--- src/rtl/matblk_pkg.sv ---
package matblk_pkg;
  typedef enum logic [1:0] {
    RD_ROW    = 2'd0,
    RD_PIVOT  = 2'd1,
    RD_SCALAR = 2'd2,
    RD_DIAG   = 2'd3
  } rd_kind_e;
endpackage

--- src/rtl/matblk_addr.sv ---
// Block address = {row, column block}: equals (row << log2(N/K)) | (col >> log2(K)).
module matblk_addr #(
  parameter int N = 16,
  parameter int K = 4,
  localparam int IW = $clog2(N),
  localparam int CBW = $clog2(N / K),
  localparam int AW = IW + CBW
) (
  input  logic [IW-1:0]  row_i,
  input  logic [CBW-1:0] cblk_i,
  output logic [AW-1:0]  addr_o
);
  assign addr_o = {row_i, cblk_i};
endmodule

--- src/rtl/matblk_bank.sv ---
// One lane bank: registered read, old data on same-address write.
module matblk_bank #(
  parameter int DW = 16,
  parameter int DEPTH = 64,
  localparam int AW = $clog2(DEPTH)
) (
  input  logic          clk_i,
  input  logic          we_i,
  input  logic [AW-1:0] waddr_i,
  input  logic [DW-1:0] wdata_i,
  input  logic          re_i,
  input  logic [AW-1:0] raddr_i,
  output logic [DW-1:0] rdata_o
);
  logic [DW-1:0] mem_q [DEPTH];

  always_ff @(posedge clk_i) begin
    if (we_i) mem_q[waddr_i] <= wdata_i;
    if (re_i) rdata_o <= mem_q[raddr_i];
  end
endmodule

--- src/rtl/matblk_out.sv ---
// Output stage: lane pick for scalar kinds, pivot capture.
module matblk_out
  import matblk_pkg::*;
#(
  parameter int K = 4,
  parameter int DW = 16,
  localparam int LKW = $clog2(K),
  localparam int BW = K * DW
) (
  input  logic           clk_i,
  input  logic           rst_ni,
  input  logic           valid_i,
  input  rd_kind_e       kind_i,
  input  logic [LKW-1:0] lane_i,
  input  logic [BW-1:0]  blk_i,
  output logic           valid_o,
  output logic [BW-1:0]  data_o,
  output logic [BW-1:0]  piv_o
);
  logic [DW-1:0] elem;
  logic          scalar;

  assign elem   = blk_i[lane_i*DW +: DW];
  assign scalar = (kind_i == RD_SCALAR) || (kind_i == RD_DIAG);

  always_ff @(posedge clk_i or negedge rst_ni) begin
    if (!rst_ni) begin
      valid_o <= 1'b0;
      data_o  <= '0;
      piv_o   <= '0;
    end else begin
      valid_o <= valid_i;
      if (valid_i) data_o <= scalar ? BW'(elem) : blk_i;
      if (valid_i && kind_i == RD_PIVOT) piv_o <= blk_i;
    end
  end
endmodule

--- src/rtl/matblk_mem.sv ---
module matblk_mem
  import matblk_pkg::*;
#(
  parameter int N = 16,
  parameter int K = 4,
  parameter int DW = 16,
  localparam int IW = $clog2(N),
  localparam int LKW = $clog2(K),
  localparam int CBW = $clog2(N / K),
  localparam int AW = IW + CBW,
  localparam int DEPTH = N * N / K,
  localparam int LW = 2 * IW,
  localparam int BW = K * DW
) (
  input  logic           clk_i,
  input  logic           rst_ni,
  input  logic           load_valid_i,
  input  logic [DW-1:0]  load_data_i,
  input  logic           rd_valid_i,
  input  logic [1:0]     rd_kind_i,
  input  logic [IW-1:0]  idx_i_i,
  input  logic [IW-1:0]  idx_j_i,
  input  logic [IW-1:0]  idx_k_i,
  input  logic           wr_valid_i,
  input  logic [IW-1:0]  wr_row_i,
  input  logic [CBW-1:0] wr_cblk_i,
  input  logic [K-1:0]   wr_lane_en_i,
  input  logic [BW-1:0]  wr_data_i,
  output logic           rd_valid_o,
  output logic [BW-1:0]  rd_data_o,
  output logic [BW-1:0]  piv_data_o
);
  rd_kind_e      kind;
  logic [IW-1:0] rd_row, rd_col;
  logic [AW-1:0] rd_addr, wr_addr;

  // load counter: low bits pick the bank, high bits the address
  logic [LW-1:0] ld_cnt_q;
  always_ff @(posedge clk_i or negedge rst_ni) begin
    if (!rst_ni)           ld_cnt_q <= '0;
    else if (load_valid_i) ld_cnt_q <= ld_cnt_q + 1'b1;
  end

  always_comb begin
    kind   = rd_kind_e'(rd_kind_i);
    rd_row = (kind == RD_ROW || kind == RD_SCALAR) ? idx_j_i : idx_i_i;
    rd_col = (kind == RD_ROW || kind == RD_PIVOT)  ? idx_k_i : idx_i_i;
  end

  matblk_addr #(.N(N), .K(K)) u_rd_addr (
    .row_i (rd_row),
    .cblk_i(rd_col[IW-1:LKW]),
    .addr_o(rd_addr)
  );

  matblk_addr #(.N(N), .K(K)) u_wr_addr (
    .row_i (wr_row_i),
    .cblk_i(wr_cblk_i),
    .addr_o(wr_addr)
  );

  // write source select: load has priority
  logic [K-1:0]  w_en;
  logic [AW-1:0] w_addr;
  logic [BW-1:0] w_data;
  always_comb begin
    w_en   = '0;
    w_addr = wr_addr;
    w_data = wr_data_i;
    if (load_valid_i) begin
      w_en   = K'(1) << ld_cnt_q[LKW-1:0];
      w_addr = ld_cnt_q[LW-1:LKW];
      w_data = {K{load_data_i}};
    end else if (wr_valid_i) begin
      w_en = wr_lane_en_i;
    end
  end

  // stage 1: address generation register
  logic           s1_re_q;
  rd_kind_e       s1_kind_q;
  logic [LKW-1:0] s1_lane_q;
  logic [AW-1:0]  s1_raddr_q, s1_waddr_q;
  logic [K-1:0]   s1_we_q;
  logic [BW-1:0]  s1_wdata_q;
  always_ff @(posedge clk_i or negedge rst_ni) begin
    if (!rst_ni) begin
      s1_re_q    <= 1'b0;
      s1_kind_q  <= RD_ROW;
      s1_lane_q  <= '0;
      s1_raddr_q <= '0;
      s1_waddr_q <= '0;
      s1_we_q    <= '0;
      s1_wdata_q <= '0;
    end else begin
      s1_re_q    <= rd_valid_i;
      s1_kind_q  <= kind;
      s1_lane_q  <= rd_col[LKW-1:0];
      s1_raddr_q <= rd_addr;
      s1_waddr_q <= w_addr;
      s1_we_q    <= w_en;
      s1_wdata_q <= w_data;
    end
  end

  // stage 2: bank access
  logic [BW-1:0] bank_rdata;
  for (genvar l = 0; l < K; l++) begin : g_bank
    matblk_bank #(.DW(DW), .DEPTH(DEPTH)) u_bank (
      .clk_i  (clk_i),
      .we_i   (s1_we_q[l]),
      .waddr_i(s1_waddr_q),
      .wdata_i(s1_wdata_q[l*DW +: DW]),
      .re_i   (s1_re_q),
      .raddr_i(s1_raddr_q),
      .rdata_o(bank_rdata[l*DW +: DW])
    );
  end

  logic           s2_valid_q;
  rd_kind_e       s2_kind_q;
  logic [LKW-1:0] s2_lane_q;
  always_ff @(posedge clk_i or negedge rst_ni) begin
    if (!rst_ni) begin
      s2_valid_q <= 1'b0;
      s2_kind_q  <= RD_ROW;
      s2_lane_q  <= '0;
    end else begin
      s2_valid_q <= s1_re_q;
      s2_kind_q  <= s1_kind_q;
      s2_lane_q  <= s1_lane_q;
    end
  end

  // stage 3: output
  matblk_out #(.K(K), .DW(DW)) u_out (
    .clk_i  (clk_i),
    .rst_ni (rst_ni),
    .valid_i(s2_valid_q),
    .kind_i (s2_kind_q),
    .lane_i (s2_lane_q),
    .blk_i  (bank_rdata),
    .valid_o(rd_valid_o),
    .data_o (rd_data_o),
    .piv_o  (piv_data_o)
  );
endmodule

--- config.mk ---
export PLATFORM = sky130hd
export DESIGN_NAME = matblk_mem
export DESIGN_NICKNAME = d
export VERILOG_FILES = /design/src/rtl/matblk_pkg.sv /design/src/rtl/matblk_addr.sv /design/src/rtl/matblk_bank.sv /design/src/rtl/matblk_out.sv /design/src/rtl/matblk_mem.sv
export SDC_FILE = /design/constraint.sdc
export NUM_CORES = 2
export LEC_CHECK = 0
export ABC_CLOCK_PERIOD_IN_PS = 3850
export BUFFER_PORTS_ARGS = -buffer_cell sky130_fd_sc_hd__clkbuf_2
export CAP_MARGIN = 20
export CELL_PAD_IN_SITES_DETAIL_PLACEMENT = 1
export CELL_PAD_IN_SITES_GLOBAL_PLACEMENT = 1
export CORE_MARGIN = 3
export CORE_UTILIZATION = 60
export DETAILED_ROUTE_END_ITERATION = 8
export PLACE_DENSITY_LB_ADDON = 0.15
export SLEW_MARGIN = 20
export SYNTH_ARGS = -nofsm -noshare
export SYNTH_HDL_FRONTEND = slang
export SYNTH_HIERARCHICAL = 1
export SYNTH_SLANG_ARGS = --single-unit
--- constraint.sdc ---
create_clock -name clk_i -period 3.85 [get_ports clk_i]
set_input_delay 0.1925 -clock clk_i [delete_from_list [all_inputs] [get_ports clk_i]]
set_output_delay 0.1925 -clock clk_i [all_outputs]
set_load 0.02 [all_outputs]
## Word-level counts from Yosys, hierarchy flattened

Memory sizes are Yosys's and may differ from the RTL's. A register that Yosys moved wholly into a read port is not among the register bits.
Cells that the tools add are included.

- Flip-flop bits (word level): 227
- RAM bits: 4096
- Input port bits: 109
- Output and inout port bits: 129
- Word-level logic and storage cells: 46
- Memories: 4

- $add $sub $neg: 1
- Equal/unequal tests: 5
- Shift operators: 2
- Muxes and demuxes: 15
- Reductions and logical operators: 5

Memories:

| name | words | width | rd ports | clocked after Yosys merged registers in | write ports | line | text |
|---|---|---|---|---|---|---|---|
| g_bank[0].u_bank.mem_q | 64 | 16 | 1 | 1 | 1 | matblk_bank.sv:15 | `logic [DW-1:0] mem_q [DEPTH];` |
| g_bank[1].u_bank.mem_q | 64 | 16 | 1 | 1 | 1 | matblk_bank.sv:15 |  |
| g_bank[2].u_bank.mem_q | 64 | 16 | 1 | 1 | 1 | matblk_bank.sv:15 |  |
| g_bank[3].u_bank.mem_q | 64 | 16 | 1 | 1 | 1 | matblk_bank.sv:15 |  |

Operator list:

| kind | number |
|---|---|
| 2-to-1 mux 64 bit | 2 |
| indexed part select 64 x 7 -> 16 bit | 1 |
| 2-to-1 mux 4 bit | 4 |
| adder 8 x 1 -> 8 bit (second input constant) | 1 |
| 2-to-1 mux 1 bit | 8 |
| == test 2 bit (second input constant) | 3 |
| 2-to-1 mux 6 bit | 1 |
| == test 2 x 1 -> 1 bit (second input constant) | 2 |
| left shift 1 x 2 -> 4 bit (first input constant) | 1 |
| logical OR 1 bit | 3 |
| zero test 2 bit | 1 |
| logical AND 1 bit | 1 |

## Depth between registers and ports, before layout

- Word-level depth: 3
- Gate-level depth with buffers: 10
- Gate-level depth less buffers: 5

## Cells and area by module

The synthesis kept the hierarchy.

By module, submodules not included:

| module | times used | cells each | area an instance (sq um) | sequential area each (sq um) |
|---|---|---|---|---|
| matblk_bank | 4 | 1829 | 40202.3 | 31230.0 |
| matblk_out | 1 | 469 | 5849.4 | 3228.1 |
| matblk_mem | 1 | 297 | 3528.4 | 2452.4 |
| matblk_addr | 2 | 6 | 45.0 | 0.0 |

## Worst setup path before layout

OpenSTA, ideal clock, no wires.

- Kind: flip-flop to flip-flop
- Start point: reg s1_waddr_q[0]
- End point: mem g_bank[0].u_bank.mem_q[49][0] (enable)
- Library setup time: 0.409 ns
- Arrival time: 2.107 ns
- Required time: 3.441 ns
- Slack: 1.333 ns
- Cell stages (with the launch flop): 3
- Path buffers: 0
- Clock period less this slack: 2.517 ns
- Path through: dfrtp_1 nand4_1 nor3_1

RTL lines:

| element | line | text |
|---|---|---|
| start, declared | matblk_mem.sv:83 | `logic [AW-1:0] s1_raddr_q, s1_waddr_q;` |
| start signal, assigned | matblk_mem.sv:100 | `s1_waddr_q <= w_addr;` |
| end, declared | matblk_bank.sv:15 |  |

No word-level cell before the write port.

==> results.yml <==
synth:
  synthCells: 8094
  syn_area_um2: 170000
  synth_cell_types: 59
  syn_nets: 8207
  synth_top_area_share_pct: 73.4
  synth_ff_type: "edfxtp_1"
  syn_avg_cell_area_um2: 21.0
  synth_seq_cells: 4387
  synth_most_common_cell: "edfxtp_1"
  synth-edff-count: 4160
  synth_top_cell_by_area: "edfxtp_1"
  async_reset_ff_share_pct: 5.17
  ys_warn_count: 6
  synthTopCellsByCount: "edfxtp_1, mux4_2, mux2i_1"
  synth_area_leaders: "edfxtp_1, mux4_2, dfrtp_1, mux2i_1, mux2_2"
  seq_area_frac_synth_pct: 76.7
die:
  num_rows: 194
  dieArea_um2: 290000
  die_height_um: 539
  core_area_um2: 281000
  die_x_um: 539
  initial_utilization_pct: 60.6
  io_pins: 238
run:
  drv_cap: 0
setup_path:
  critical_path_class: "reg2reg"
  crit_family: "compound AO/OA/AOI/OAI gates"
  crit_required_ns: 4.49
  crit_chain: "buf_12 > buf_4 > nor2b_1 > a221oi_1 > a221oi_1 > a311oi_1"
  cp_num_buf_inv: 2
  critPathArrivalTime_ns: 4.32
  crit_fanout: 16
  end_kind: "flop"
  max_stage_delay_ns: 0.97
  cp-start-kind: "flop"
  cpMostUsedCell: "a221oi_1"
  cp_slowest_cell: "a221oi_1"
clock_network:
  cts_tree: "yes"
  cts_setup_buffers: 0
  cts_buffers: 431
  cts_max_path_buffers: 4
  clock_sinks: 4387
  root_buffer: "clkbuf_16"
  cts_resized: 0
  clkLatencyLatePin_ns: 0.99
  path_clk_slew_ns: 0.07
  ctsHtreeMaxLevel: 5
timing:
  hold_viol_final: 0
  slew_violations: 0
  fmax_mhz: 272
  rsz0062_at_grt: "no"
  setup_ws_ns: 0.171
  setup_viol: 0
  fin_crit_sh_pct: 95.5
  skew_ns: 0.0603
  worstMarginPinSlew_ns: 1.20
  max_slew_margin_pct: 20.1
  finalSetupTns_ns: 0
  period_needed_ns: 3.68
drt:
  detail_route.wl_per_cell_um: 38.8
  drt_iter0_markers: 13000
  drcViolationCount: 0
  vias_per_cell: 6.88
  ant_nets: 0
  vias: 90600
  wl_mm: 511
  dr.pass1.iters: 6
placement:
  portBuffers: 237
  gp_congestion: 0.863
  dp_slack_ns: 0.321
  hpwl_mm: 311
layout:
  nFillCells: 21800
  final_nets: 9160
  areaGrowthSynthToFinish_pct: 14.0
  final_core_util_pct: 69.1
  layout-drive-gt1-share_pct: 28.1
grt:
  grt_pass1_wl_mm: 726
  grt_antenna_before_repair: 35
  grt_max_degree: 87
  grt.overflow.total: 0
  grt_pass1_vias: 94500
  track_usage_pct: 35.3
pwr:
  p_total_mw: 107
  power_density_nw_per_um2: 551
  vdd_drop_max_mv: 0.432
  p_leak_nw: 64.3
outcome:
  outcome: "finished, final reports clean"
worst_hold_path:
  hp-class: "in2reg"
[worst min-delay path: stages]
cell	delay [ns]
dlygate4sd3_1	0.54
clkbuf_2	0.12
inv_1	0.05
o21ai_0	0.08
[timing repair]
item / in CTS / in global routing
endpoints found under the setup margin: 0 / 0
hold endpoints to repair: 317 / 0
hold buffers: 169 / 0
[per-stage QoR]
| step | cells | hold slack, ns | area, µm² |
|---|---|---|---|
| final | 13200 | 0.0575 | 194000 |
| after detailed placement | 12200 | 0.267 | 178000 |
| after floorplan | 8094 | -0.103 | 170000 |
| after global routing | 13100 | 0.0129 | 194000 |
| after global placement | 12200 | 0.259 | 178000 |
| after CTS | 13100 | 0.00121 | 194000 |
[sequential cells by signal, indices dropped and copies added (netlist names)]
register / cells
s1_raddr_q: 6
g_bank.u_bank/rdata_o: 64
ld_cnt_q: 8
s1_wdata_q: 64
s2_kind_q: 2
u_out/piv_o: 64
s1_kind_q: 2
s1_lane_q: 2
g_bank.u_bank/mem_q: 4096
s1_re_q: 1
s1_we_q: 4
s1_waddr_q: 6
u_out/data_o: 64
s2_valid_q: 1
s2_lane_q: 2
u_out/valid_o: 1
[routing by layer]
layer	up-vias	track usage, %	part of all wire, %
met5	-	0	0.020
met4	16	20.7	6.8
met3	1314	6.54	9.6
met2	5952	55.4	48
met1	48100	47.0	35
li1	35300	-	-
[worst paths after layout]
check	to	start	slack (ns)	depth (start not counted)
worst max-delay path	g_bank[0].u_bank/rdata_o[13]	s1_raddr_q[1]	0.17	6
worst min-delay path	s1_wdata_q[38]	wr_data_i[38]	0.06	4
worst max register to register	g_bank[0].u_bank/rdata_o[13]	s1_raddr_q[1]	0.17	6
worst min register to register	s2_kind_q[0]	s1_kind_q[0]	0.38	0
max in group asynchronous	s1_re_q	rst_ni	2.71	4
min in group asynchronous	s1_raddr_q[2]	rst_ni	0.50	4
[kinds of logic (layout without fill, tap and decap cells)]
group | count (synthesis) | count (layout) | synth area share [%]
muxes | 1424 | 1424 | 15.3
AOI/OAI and AO/OA | 682 | 682 | 2.85
DFF | 4387 | 4387 | 76.7
adders and majority gates | 4 | 4 | 0.0294
xor gates and xnor gates | 7 | 7 | 0.0360
and+or+nand+nor | 989 | 989 | 2.90
other | 0 | 40 | 0
buffers and inverters | 601 | 1908 | 2.22
[placed cells by master (no fill, tap or decap), types with 61 or more instances in the layout]
cell type      instances
a21oi_1               68
a221oi_1              64
a22oi_1              156
buf_12                64
buf_4                519
clkbuf_1              92
clkbuf_16            440
clkbuf_2             235
clkinv_1              80
clkinv_2              73
dfrtp_1              149
dfrtp_2               61
dlygate4sd3_1        168
edfxtp_1            4160
inv_1                128
mux2_2               128
mux2i_1              340
mux4_2               880
nand2_1              256
nand3_1               96
nor2_1               289
nor2b_1              133
o21ai_0              139
[final cells by class]
| cell class | count | area (µm²) | share of cell area, % |
|---|---|---|---|
| antenna | 40 | 100 | 0.0516 |
| clock buffer | 553 | 11600 | 6.00 |
| clock inverter | 234 | 2450 | 1.26 |
| inverter | 129 | 484 | 0.249 |
| multi-input combinational | 3106 | 36000 | 18.5 |
| sequential | 4387 | 131000 | 67.3 |
| tap | 3724 | 4660 | 2.40 |
| timing repair buffer | 992 | 8130 | 4.19 |
[power by group]
| part | internal (mW) | switching (mW) |
|---|---|---|
| Combinational | 3.34 | 5.63 |
| Clock | 24.6 | 18.1 |
| Sequential | 53.6 | 1.69 |
| Total | 81.5 | 25.4 |
(Power assumes the default switching activity.)
